<file path="config.mk">
export PLATFORM = sky130hd
export DESIGN_NAME = addr_win_decoder
export DESIGN_NICKNAME = d
export VERILOG_FILES = /design/src/rtl/awd_pkg.sv /design/src/rtl/awd_regfile.sv /design/src/rtl/awd_match.sv /design/src/rtl/awd_select.sv /design/src/rtl/addr_win_decoder.sv
export SDC_FILE = /design/constraint.sdc
export NUM_CORES = 2
export LEC_CHECK = 0
export BUFFER_PORTS_ARGS = -buffer_cell sky130_fd_sc_hd__buf_2
export CAP_MARGIN = 0
export CORE_MARGIN = 2
export CORE_UTILIZATION = 40
export DETAILED_ROUTE_END_ITERATION = 8
export SYNTH_ARGS = -nofsm -noshare
export SYNTH_HDL_FRONTEND = slang
export SYNTH_SLANG_ARGS = --single-unit
</file>
<file path="constraint.sdc">
create_clock -name clk -period 13.5 [get_ports clk]
set_input_delay 3.375 -clock clk [delete_from_list [all_inputs] [get_ports clk]]
set_output_delay 3.375 -clock clk [all_outputs]
set_load 0.1 [all_outputs]
</file>
<file path="src/rtl/awd_pkg.sv">
`timescale 1ns/1ps
package awd_pkg;

    localparam int ADDR_W  = 36;
    localparam int DATA_W  = 32;
    localparam int REG_AW  = 8;
    localparam int WIN_MAX = 20;
    localparam int WIDE_SLOTS = 8;
    localparam int WIN_IW  = $clog2(WIN_MAX);
    localparam int PAGE_W  = ADDR_W - 16;

    typedef enum logic [1:0] {
        SEL_CTRL = 2'd0,
        SEL_BASE = 2'd1,
        SEL_RLO  = 2'd2,
        SEL_RHI  = 2'd3
    } reg_sel_e;

    typedef struct packed {
        logic [15:0] size_m1;
        logic [7:0]  attr;
        logic [3:0]  tgt;
        logic        en;
    } win_ctrl_t;

    typedef struct packed {
        logic              ok;
        logic [WIN_IW-1:0] win;
        reg_sel_e          sel;
    } reg_dec_t;

    typedef struct packed {
        logic              valid;
        logic              hit;
        logic              miss;
        logic [WIN_IW-1:0] win;
        logic [3:0]        tgt;
        logic [7:0]        attr;
        logic [ADDR_W-1:0] addr;
    } rsp_t;

    function automatic reg_dec_t decode_reg(input logic [REG_AW-1:0] a,
                                            input int nwin,
                                            input int nremap);
        reg_dec_t d;
        logic [REG_AW-1:0] rel;
        d   = '0;
        rel = a - 8'h90;
        if (a[1:0] != 2'b00) begin
            d.ok = 1'b0;
        end else if (a < 8'h80) begin
            d.win = WIN_IW'(a[6:4]);
            d.sel = reg_sel_e'(a[3:2]);
            d.ok  = (a[3] == 1'b0) || (int'(a[6:4]) < nremap);
        end else if (a >= 8'h90) begin
            d.win = WIN_IW'(32'(WIDE_SLOTS) + 32'(rel[7:3]));
            d.sel = reg_sel_e'({1'b0, a[2]});
            d.ok  = (32'(WIDE_SLOTS) + 32'(rel[7:3])) < 32'(nwin);
        end
        return d;
    endfunction

    function automatic logic [DATA_W-1:0] ctrl_to_word(input win_ctrl_t c);
        return {c.size_m1, c.attr, c.tgt, 3'b000, c.en};
    endfunction

    function automatic win_ctrl_t word_to_ctrl(input logic [DATA_W-1:0] w);
        win_ctrl_t c;
        c.size_m1 = w[31:16];
        c.attr    = w[15:8];
        c.tgt     = w[7:4];
        c.en      = w[0];
        return c;
    endfunction

    function automatic logic [DATA_W-1:0] page_to_base_word(input logic [PAGE_W-1:0] p);
        return {p[15:0], 12'h000, p[19:16]};
    endfunction

    function automatic logic [PAGE_W-1:0] page_mask(input win_ctrl_t c);
        return {4'h0, c.size_m1};
    endfunction

    function automatic logic [31:0] below_mask(input logic [WIN_IW-1:0] w);
        return (32'd1 << w) - 32'd1;
    endfunction

endpackage

</file>
<file path="src/rtl/awd_regfile.sv">
`timescale 1ns/1ps
module awd_regfile
    import awd_pkg::*;
#(
    parameter int NUM_WIN   = 20,
    parameter int NUM_REMAP = 8
) (
    input  logic                 clk,
    input  logic                 rst,
    input  logic                 reg_we,
    input  logic [REG_AW-1:0]    reg_addr,
    input  logic [DATA_W-1:0]    reg_wdata,
    output logic [DATA_W-1:0]    reg_rdata,
    input  logic                 clr_en,
    input  logic [WIN_IW-1:0]    clr_win,
    output win_ctrl_t            ctrl_o  [NUM_WIN],
    output logic [PAGE_W-1:0]    base_o  [NUM_WIN],
    output logic [PAGE_W-1:0]    remap_o [NUM_WIN]
);

    reg_dec_t dec;
    assign dec = decode_reg(reg_addr, NUM_WIN, NUM_REMAP);

    win_ctrl_t         ctrl_q [NUM_WIN];
    logic [PAGE_W-1:0] base_q [NUM_WIN];
    logic [15:0]       rlo_q  [NUM_REMAP];
    logic [31:0]       rhi_q  [NUM_REMAP];
    logic [15:0]       rlo_view [NUM_WIN];
    logic [31:0]       rhi_view [NUM_WIN];

    // control and base storage for every window
    always_ff @(posedge clk) begin
        for (int w = 0; w < NUM_WIN; w++) begin
            if (rst) begin
                ctrl_q[w] <= '0;
                base_q[w] <= '0;
            end else if (clr_en && clr_win == WIN_IW'(w)) begin
                ctrl_q[w] <= '0;
                base_q[w] <= '0;
            end else if (reg_we && dec.ok && dec.win == WIN_IW'(w)) begin
                case (dec.sel)
                    SEL_CTRL: ctrl_q[w] <= word_to_ctrl(reg_wdata);
                    SEL_BASE: base_q[w] <= {reg_wdata[3:0], reg_wdata[31:16]};
                    default:  ;
                endcase
            end
        end
    end

    // remap pair storage only for the remappable windows
    always_ff @(posedge clk) begin
        for (int w = 0; w < NUM_REMAP; w++) begin
            if (rst) begin
                rlo_q[w] <= '0;
                rhi_q[w] <= '0;
            end else if (clr_en && clr_win == WIN_IW'(w)) begin
                rlo_q[w] <= '0;
                rhi_q[w] <= '0;
            end else if (reg_we && dec.ok && dec.win == WIN_IW'(w)) begin
                case (dec.sel)
                    SEL_RLO: rlo_q[w] <= reg_wdata[31:16];
                    SEL_RHI: rhi_q[w] <= reg_wdata;
                    default: ;
                endcase
            end
        end
    end

    for (genvar w = 0; w < NUM_WIN; w++) begin : g_view
        if (w < NUM_REMAP) begin : g_rm
            assign rlo_view[w] = rlo_q[w];
            assign rhi_view[w] = rhi_q[w];
        end else begin : g_norm
            assign rlo_view[w] = '0;
            assign rhi_view[w] = '0;
        end
        assign ctrl_o[w]  = ctrl_q[w];
        assign base_o[w]  = base_q[w];
        assign remap_o[w] = {rhi_view[w][3:0], rlo_view[w]};
    end

    always_comb begin
        reg_rdata = '0;
        if (dec.ok) begin
            case (dec.sel)
                SEL_CTRL: reg_rdata = ctrl_to_word(ctrl_q[dec.win]);
                SEL_BASE: reg_rdata = page_to_base_word(base_q[dec.win]);
                SEL_RLO:  reg_rdata = {rlo_view[dec.win], 16'h0000};
                SEL_RHI:  reg_rdata = rhi_view[dec.win];
                default:  reg_rdata = '0;
            endcase
        end
    end

    // a clear leaves the named window all zero
    a_r13_clear_zeroes: assert property (@(posedge clk) disable iff (rst)
        (clr_en && int'(clr_win) < NUM_WIN) |=>
            (ctrl_q[$past(clr_win)] == '0 && base_q[$past(clr_win)] == '0));

    // remap-low never returns its low half
    a_r4_remap_low_half: assert property (@(posedge clk) disable iff (rst)
        (dec.ok && dec.sel == SEL_RLO) |-> reg_rdata[15:0] == 16'h0000);

    // reserved control bits always read zero
    a_r2_ctrl_gap_zero: assert property (@(posedge clk) disable iff (rst)
        (dec.ok && dec.sel == SEL_CTRL) |-> reg_rdata[3:1] == 3'b000);

endmodule

</file>
<file path="src/rtl/awd_match.sv">
`timescale 1ns/1ps
module awd_match
    import awd_pkg::*;
#(
    parameter int NUM_WIN = 20
) (
    input  logic [ADDR_W-1:0] addr,
    input  win_ctrl_t         ctrl_i [NUM_WIN],
    input  logic [PAGE_W-1:0] base_i [NUM_WIN],
    output logic [NUM_WIN-1:0] hit_vec
);

    logic [PAGE_W-1:0] page;
    assign page = addr[ADDR_W-1:16];

    for (genvar w = 0; w < NUM_WIN; w++) begin : g_cmp
        logic [PAGE_W-1:0] keep;
        assign keep       = ~page_mask(ctrl_i[w]);
        assign hit_vec[w] = ctrl_i[w].en && ((page & keep) == base_i[w]);
    end

endmodule

</file>
<file path="src/rtl/awd_select.sv">
`timescale 1ns/1ps
module awd_select
    import awd_pkg::*;
#(
    parameter int NUM_WIN   = 20,
    parameter int NUM_REMAP = 8
) (
    input  logic               clk,
    input  logic               rst,
    input  logic               req_valid,
    input  logic [ADDR_W-1:0]  req_addr,
    input  logic [NUM_WIN-1:0] hit_vec,
    input  win_ctrl_t          ctrl_i  [NUM_WIN],
    input  logic [PAGE_W-1:0]  remap_i [NUM_WIN],
    output rsp_t               rsp_o
);

    logic              found;
    logic [WIN_IW-1:0] win_sel;
    win_ctrl_t         c_sel;
    logic [PAGE_W-1:0] m_sel;
    logic [ADDR_W-1:0] xlat;
    rsp_t              rsp_d, rsp_q;

    // lowest-numbered hit wins
    always_comb begin
        found   = 1'b0;
        win_sel = '0;
        for (int i = NUM_WIN - 1; i >= 0; i--) begin
            if (hit_vec[i] && ctrl_i[i].en) begin
                found   = 1'b1;
                win_sel = WIN_IW'(i);
            end
        end
    end

    assign c_sel = ctrl_i[win_sel];
    assign m_sel = page_mask(c_sel);

    always_comb begin
        if (int'(win_sel) < NUM_REMAP)
            xlat = {(remap_i[win_sel] & ~m_sel) | (req_addr[ADDR_W-1:16] & m_sel),
                    req_addr[15:0]};
        else
            xlat = req_addr;
    end

    always_comb begin
        rsp_d = '0;
        if (req_valid) begin
            rsp_d.valid = 1'b1;
            if (found) begin
                rsp_d.hit  = 1'b1;
                rsp_d.win  = win_sel;
                rsp_d.tgt  = c_sel.tgt;
                rsp_d.attr = c_sel.attr;
                rsp_d.addr = xlat;
            end else begin
                rsp_d.miss = 1'b1;
                rsp_d.addr = req_addr;
            end
        end
    end

    always_ff @(posedge clk) begin
        if (rst) rsp_q <= '0;
        else     rsp_q <= rsp_d;
    end

    assign rsp_o = rsp_q;

    // no lower-numbered window hit when a window was reported
    a_r10_lowest_wins: assert property (@(posedge clk) disable iff (rst)
        rsp_q.hit |-> ((32'($past(hit_vec)) & below_mask(rsp_q.win)) == 32'd0));

    // a decode error carries zero target and attribute
    a_r11_miss_fields_zero: assert property (@(posedge clk) disable iff (rst)
        rsp_q.miss |-> (rsp_q.tgt == 4'h0 && rsp_q.attr == 8'h00 && rsp_q.win == '0));

    // the offset inside a 64 KiB page is never altered
    a_r9_low_offset_kept: assert property (@(posedge clk) disable iff (rst)
        rsp_q.valid |-> rsp_q.addr[15:0] == $past(req_addr[15:0]));

endmodule

</file>
<file path="src/rtl/addr_win_decoder.sv">
`timescale 1ns/1ps
module addr_win_decoder
    import awd_pkg::*;
#(
    parameter int NUM_WIN   = 20,
    parameter int NUM_REMAP = 8
) (
    input  logic        clk,
    input  logic        rst,
    input  logic        reg_we,
    input  logic [7:0]  reg_addr,
    input  logic [31:0] reg_wdata,
    output logic [31:0] reg_rdata,
    input  logic        clr_en,
    input  logic [4:0]  clr_win,
    input  logic        req_valid,
    input  logic [35:0] req_addr,
    output logic        rsp_valid,
    output logic        rsp_hit,
    output logic        rsp_miss,
    output logic [4:0]  rsp_win,
    output logic [3:0]  rsp_target,
    output logic [7:0]  rsp_attr,
    output logic [35:0] rsp_addr
);

    win_ctrl_t          ctrl  [NUM_WIN];
    logic [PAGE_W-1:0]  base  [NUM_WIN];
    logic [PAGE_W-1:0]  remap [NUM_WIN];
    logic [NUM_WIN-1:0] hit_vec;
    logic [NUM_WIN-1:0] en_vec;
    rsp_t               rsp;

    awd_regfile #(.NUM_WIN(NUM_WIN), .NUM_REMAP(NUM_REMAP)) u_regs (
        .clk       (clk),
        .rst       (rst),
        .reg_we    (reg_we),
        .reg_addr  (reg_addr),
        .reg_wdata (reg_wdata),
        .reg_rdata (reg_rdata),
        .clr_en    (clr_en),
        .clr_win   (clr_win),
        .ctrl_o    (ctrl),
        .base_o    (base),
        .remap_o   (remap)
    );

    awd_match #(.NUM_WIN(NUM_WIN)) u_match (
        .addr    (req_addr),
        .ctrl_i  (ctrl),
        .base_i  (base),
        .hit_vec (hit_vec)
    );

    awd_select #(.NUM_WIN(NUM_WIN), .NUM_REMAP(NUM_REMAP)) u_sel (
        .clk       (clk),
        .rst       (rst),
        .req_valid (req_valid),
        .req_addr  (req_addr),
        .hit_vec   (hit_vec),
        .ctrl_i    (ctrl),
        .remap_i   (remap),
        .rsp_o     (rsp)
    );

    for (genvar w = 0; w < NUM_WIN; w++) begin : g_en
        assign en_vec[w] = ctrl[w].en;
    end

    assign rsp_valid  = rsp.valid;
    assign rsp_hit    = rsp.hit;
    assign rsp_miss   = rsp.miss;
    assign rsp_win    = rsp.win;
    assign rsp_target = rsp.tgt;
    assign rsp_attr   = rsp.attr;
    assign rsp_addr   = rsp.addr;

    // response valid tracks the request one cycle later
    a_r12_latency: assert property (@(posedge clk) disable iff (rst)
        req_valid |=> rsp_valid);

    // idle cycles leave the response quiet
    a_r12_idle_quiet: assert property (@(posedge clk) disable iff (rst)
        !req_valid |=> (!rsp_valid && !rsp_hit && !rsp_miss && rsp_addr == '0));

    // hit and decode error are exclusive on every response
    a_r11_hit_xor_miss: assert property (@(posedge clk) disable iff (rst)
        rsp_valid |-> (rsp_hit != rsp_miss));

    // the reported window was enabled when the request was seen
    a_r7_hit_was_enabled: assert property (@(posedge clk) disable iff (rst)
        rsp_hit |-> ((32'($past(en_vec)) >> rsp_win) & 32'd1) == 32'd1);

endmodule

</file>
==> metrics.md <==
| Metric | Value |
|---|---|
| Final worst-path cycle share | 0.9218 |
| Final non-filler cell total | between 10000 and 15000 |
| Mux cell area share after synthesis | 0.04948 |
| Worst-path maximum fanout | between 40 and 50 |
| Max Cap Viol | 0 |
| Synthesized instance count | around 7600 |
| EDFF count, synth | roughly 1400 |
| Synth Flop Type | edfxtp_1 |
| Overall routing resource usage | 0.3366 |
| Setup crit end kind | primary output |
| Hold/Removal Path Class | register to register |
| Worst vdd ir | between 0.1 and 0.15 mV |
| Crit Path Category | input pin to primary output |
| Initial antenna violation count | 47 |
| GR Overflow Total | 0 |
| H-tree depth | 4 |
| Post-synthesis simple-gate area fraction | 0.2711 |
| Final slew viol count | 0 |
| P_int | between 8 and 9 mW |
| CP Launch Type | input pin |
| Post-synth top cells | and2_1, edfxtp_1, nand2_1 |
| #FFs+latches synth | 1420 |
| Avg WL per Cell | 33.81 microns |
| Post-route ant nets | 0 |
| Synth warn | 0 |
| Largest cells by area after synthesis | edfxtp_1, and2_1, nand2_1 |
| IO Port Bufs | between 150 and 200 |
| Largest family of logic cells by synthesized area | simple AND/OR/NAND/NOR gates |
| Synth top area share | 0.5178 |
| Adder-Cell Fraction of Synth Area | 0.0004745 |
| Vias | roughly 64000 |
| Time the worst path needs with I/O delays and setup | approximately 12 ns |
| Slowest CP cell | a311oi_1 |
| CP required | 10.12 ns |
| Power share of the sequential group | 0.461 |
| Endpoints failing hold | 0 |
| Initial drt markers | 10050 |
| Synth area leader | edfxtp_1 |
| Area of the multi-input gates | around 0.035 sq mm |
| DRC | 0 |
| Sequential cell area | between 0.04 and 0.05 sq mm |
| Register area share after synthesis | 0.5320 |
| Synthesized Nets | between 7000 and 8000 |
| Initial Util | 0.4015 |
| HPWL Detailed | about 230000 microns |
| CP top delay family | compound AO/OA/AOI/OAI gates |
| Final instance area | about 0.09 sq mm |
| Largest net degree at the start of global routing | 107 |
| Post-CTS Setup Bufs | 0 |
| RSZ-0062 raised after global routing | no |
| DR vias/cell | between 6 and 7 |
| Clock network power share | 0.415 |
| # rows | 163 |
| CTS clock-pin slew for the worst setup and hold paths | about 0.060 ns |
| Max frequency | about 80 MHz |
| Die Y | 448.7 microns |
| Final Core Density | 0.4518 |
| Switch Pwr | 3.210 mW |
| Die area | just over 0.2 sq mm |
| Synth async-reset ratio | 0 |
| TritonCTS Sinks | around 1400 |
| Leak Pwr | 31.61 nW |
| Most frequent cell after synthesis | and2_1 |
| Area grow syn2layout | 12.52% |
| Die width | approximately 450 microns |
| Worst Tran Pin Value | roughly 1.4 ns |
| Final setup fails | 0 |
| Fill count | 18280 |
| Worst-skew pair later-pin latency | just under 0.9 ns |
| Post-cts sizing count | 0 |
| Worst EP arrival | just over 9 ns |
| Status | completed |
| Setup tns final | 0 ns |
| GP Congestion | roughly 1.1 |
| TritonCTS Buffers | approximately 170 |
| TritonCTS clock tree | yes |
| Longest Clk Path Bufs | 3 |
| Comb pwr share | 0.124 |
| Relative slew slack | 0.05194 |
| Power Dens Cells | between 100 and 150 mW/mm^2 |
| Overall routed net length | roughly 350000 microns |
| Worst reg2reg path depth | 12 |
| DRT Pass-1 Iters | 8 |
| Compound-cell area share of the yosys netlist | 0.06810 |
| Synthesized area | ~0.079 sq mm |
| Critical path depth | 15 |
| Crit-path max cell delay | 1.10 ns |
| IO Pins | roughly 170 |
| Cell variety after synth | 80 |
| Hold path depth | 2 |
| Global-route wire length before repair | around 480000 microns |
| Crit-path cells | buf_2 > inv_1 > ha_1 > nor2b_1 > o22ai_1 > and2_4 > buf_4 > nand2_1 > and3_1 > a311oi_1 > a31oi_1 > o22ai_1 > nor3_1 > a311oi_1 > buf_2 |
| Sw Ratio | 0.2834 |
| Post-Place Cell Area | approximately 0.083 sq mm |
| Worst path bufs/invs | 4 |
| Nets | about 7600 |
| CTS Hold Bufs | 0 |
| Placed cells | 9998 |
| Vias in the first global route | between 60000 and 70000 |
| Clock Skew | approximately 0.046 ns |
| Synthesized area per cell | 10.39 sq um |
| Core region area | 0.1970 sq mm |
| Share of layout cells above drive strength 1 | 0.1184 |
| Xor-xnor portion of the synthesized cell area | 0.04396 |
| Clk Tree Root Cell | clkbuf_16 |
## metal layers
layer,GRT usage,vias up,part of all wire
li1,-,26780,-
met1,0.4306,31530,0.37
met2,0.5049,4424,0.44
met3,0.07890,998,0.11
met4,0.2322,22,0.080
met5,0,-,0.00099
## area by class of cell
cell class,instances,area share
clock buffer,203,0.04926
antenna,19,0.0005342
clock inverter,100,0.01366
tap,2640,0.03711
multi-input combinational,5513,0.3942
timing repair buffer,403,0.03152
sequential,1420,0.4728
inverter,22,0.0009278
## worst min-delay path: cells and delay by family, from the launching register on
family	cells	cell delay [ns]
AO/OA/AOI/OAI	1	0.18
flip-flops	1	0.34
multiplexers	1	0.08
## cells in the final DEF (no fill, tap or decap), types with 18 or more instances in the layout
cell          n
nand2b_1     33
xnor2_1     384
inv_1        21
and2_1     1392
nor2_1       78
clkinv_2     22
mux4_2       49
clkinv_1     27
o211ai_1     51
a22oi_1      41
nor4_1       31
diode_2      19
a21oi_1      88
nor2_2       25
nand2_1    1165
and3_1       86
edfxtp_1   1364
bufinv_16    18
o221ai_1     18
mux2i_1     220
or4_1        19
a311oi_1    153
nor2b_1     298
clkbuf_16   167
nor3_1       78
nand4_1     115
clkbuf_1     29
a22o_1       22
mux2_2       54
nand3_1     594
buf_2       173
a311o_1      19
o21ai_4      31
dfxtp_1      56
buf_4       213
o21ai_0     114
nand4b_1     29
o21ai_2      27
a31oi_1      47
## final timing paths
check,end,slack [ns],startpoint
max,reg_rdata[25],1.06,reg_addr[4]
min,u_sel.rsp_o[37]$_SDFF_PP0_,0.64,u_regs.ctrl_q[0][6]$_SDFFCE_PN0P_
max reg2reg,u_sel.rsp_o[39]$_SDFF_PP0_,6.56,u_regs.ctrl_q[17][21]$_SDFFCE_PN0P_
min reg2reg,u_sel.rsp_o[37]$_SDFF_PP0_,0.64,u_regs.ctrl_q[0][6]$_SDFFCE_PN0P_
## flip-flops by register name, indices dropped and copies added (netlist names)
name	cells
u_sel.rsp_o	56
u_regs.base_q	400
u_regs.ctrl_q	580
u_regs.rhi_q	256
u_regs.rlo_q	128
## power by group through the flow
stage	combinational [mW]	clock [mW]	sequential [mW]
after floorplan	0.714	0	5.29
after global placement	1.35	0	5.30
after detailed placement	1.35	0	5.31
after CTS	1.35	4.72	5.22
final	1.40	4.70	5.23
after global routing	1.43	4.88	5.25
## per-stage QoR
step | hold WS [ns] | total power, mW | setup slack [ns]
global placement | 0.6151 | 6.649 | 1.396
CTS | 0.6374 | 11.29 | 1.516
finish | 0.6411 | 11.33 | 1.056
detailed placement | 0.6151 | 6.661 | 1.509
global route | 0.6566 | 11.55 | 1.113
floorplan | 0.5610 | 6.006 | 1.815
## kinds of logic after synthesis
kind of cell,Yosys count
flops,1420
simple gates,4042
buf+inv,680
compound gates,748
mux,323
xor+xnor,397
fa+ha+maj,3
No activity file was read; power rests on OpenSTA's default activity.
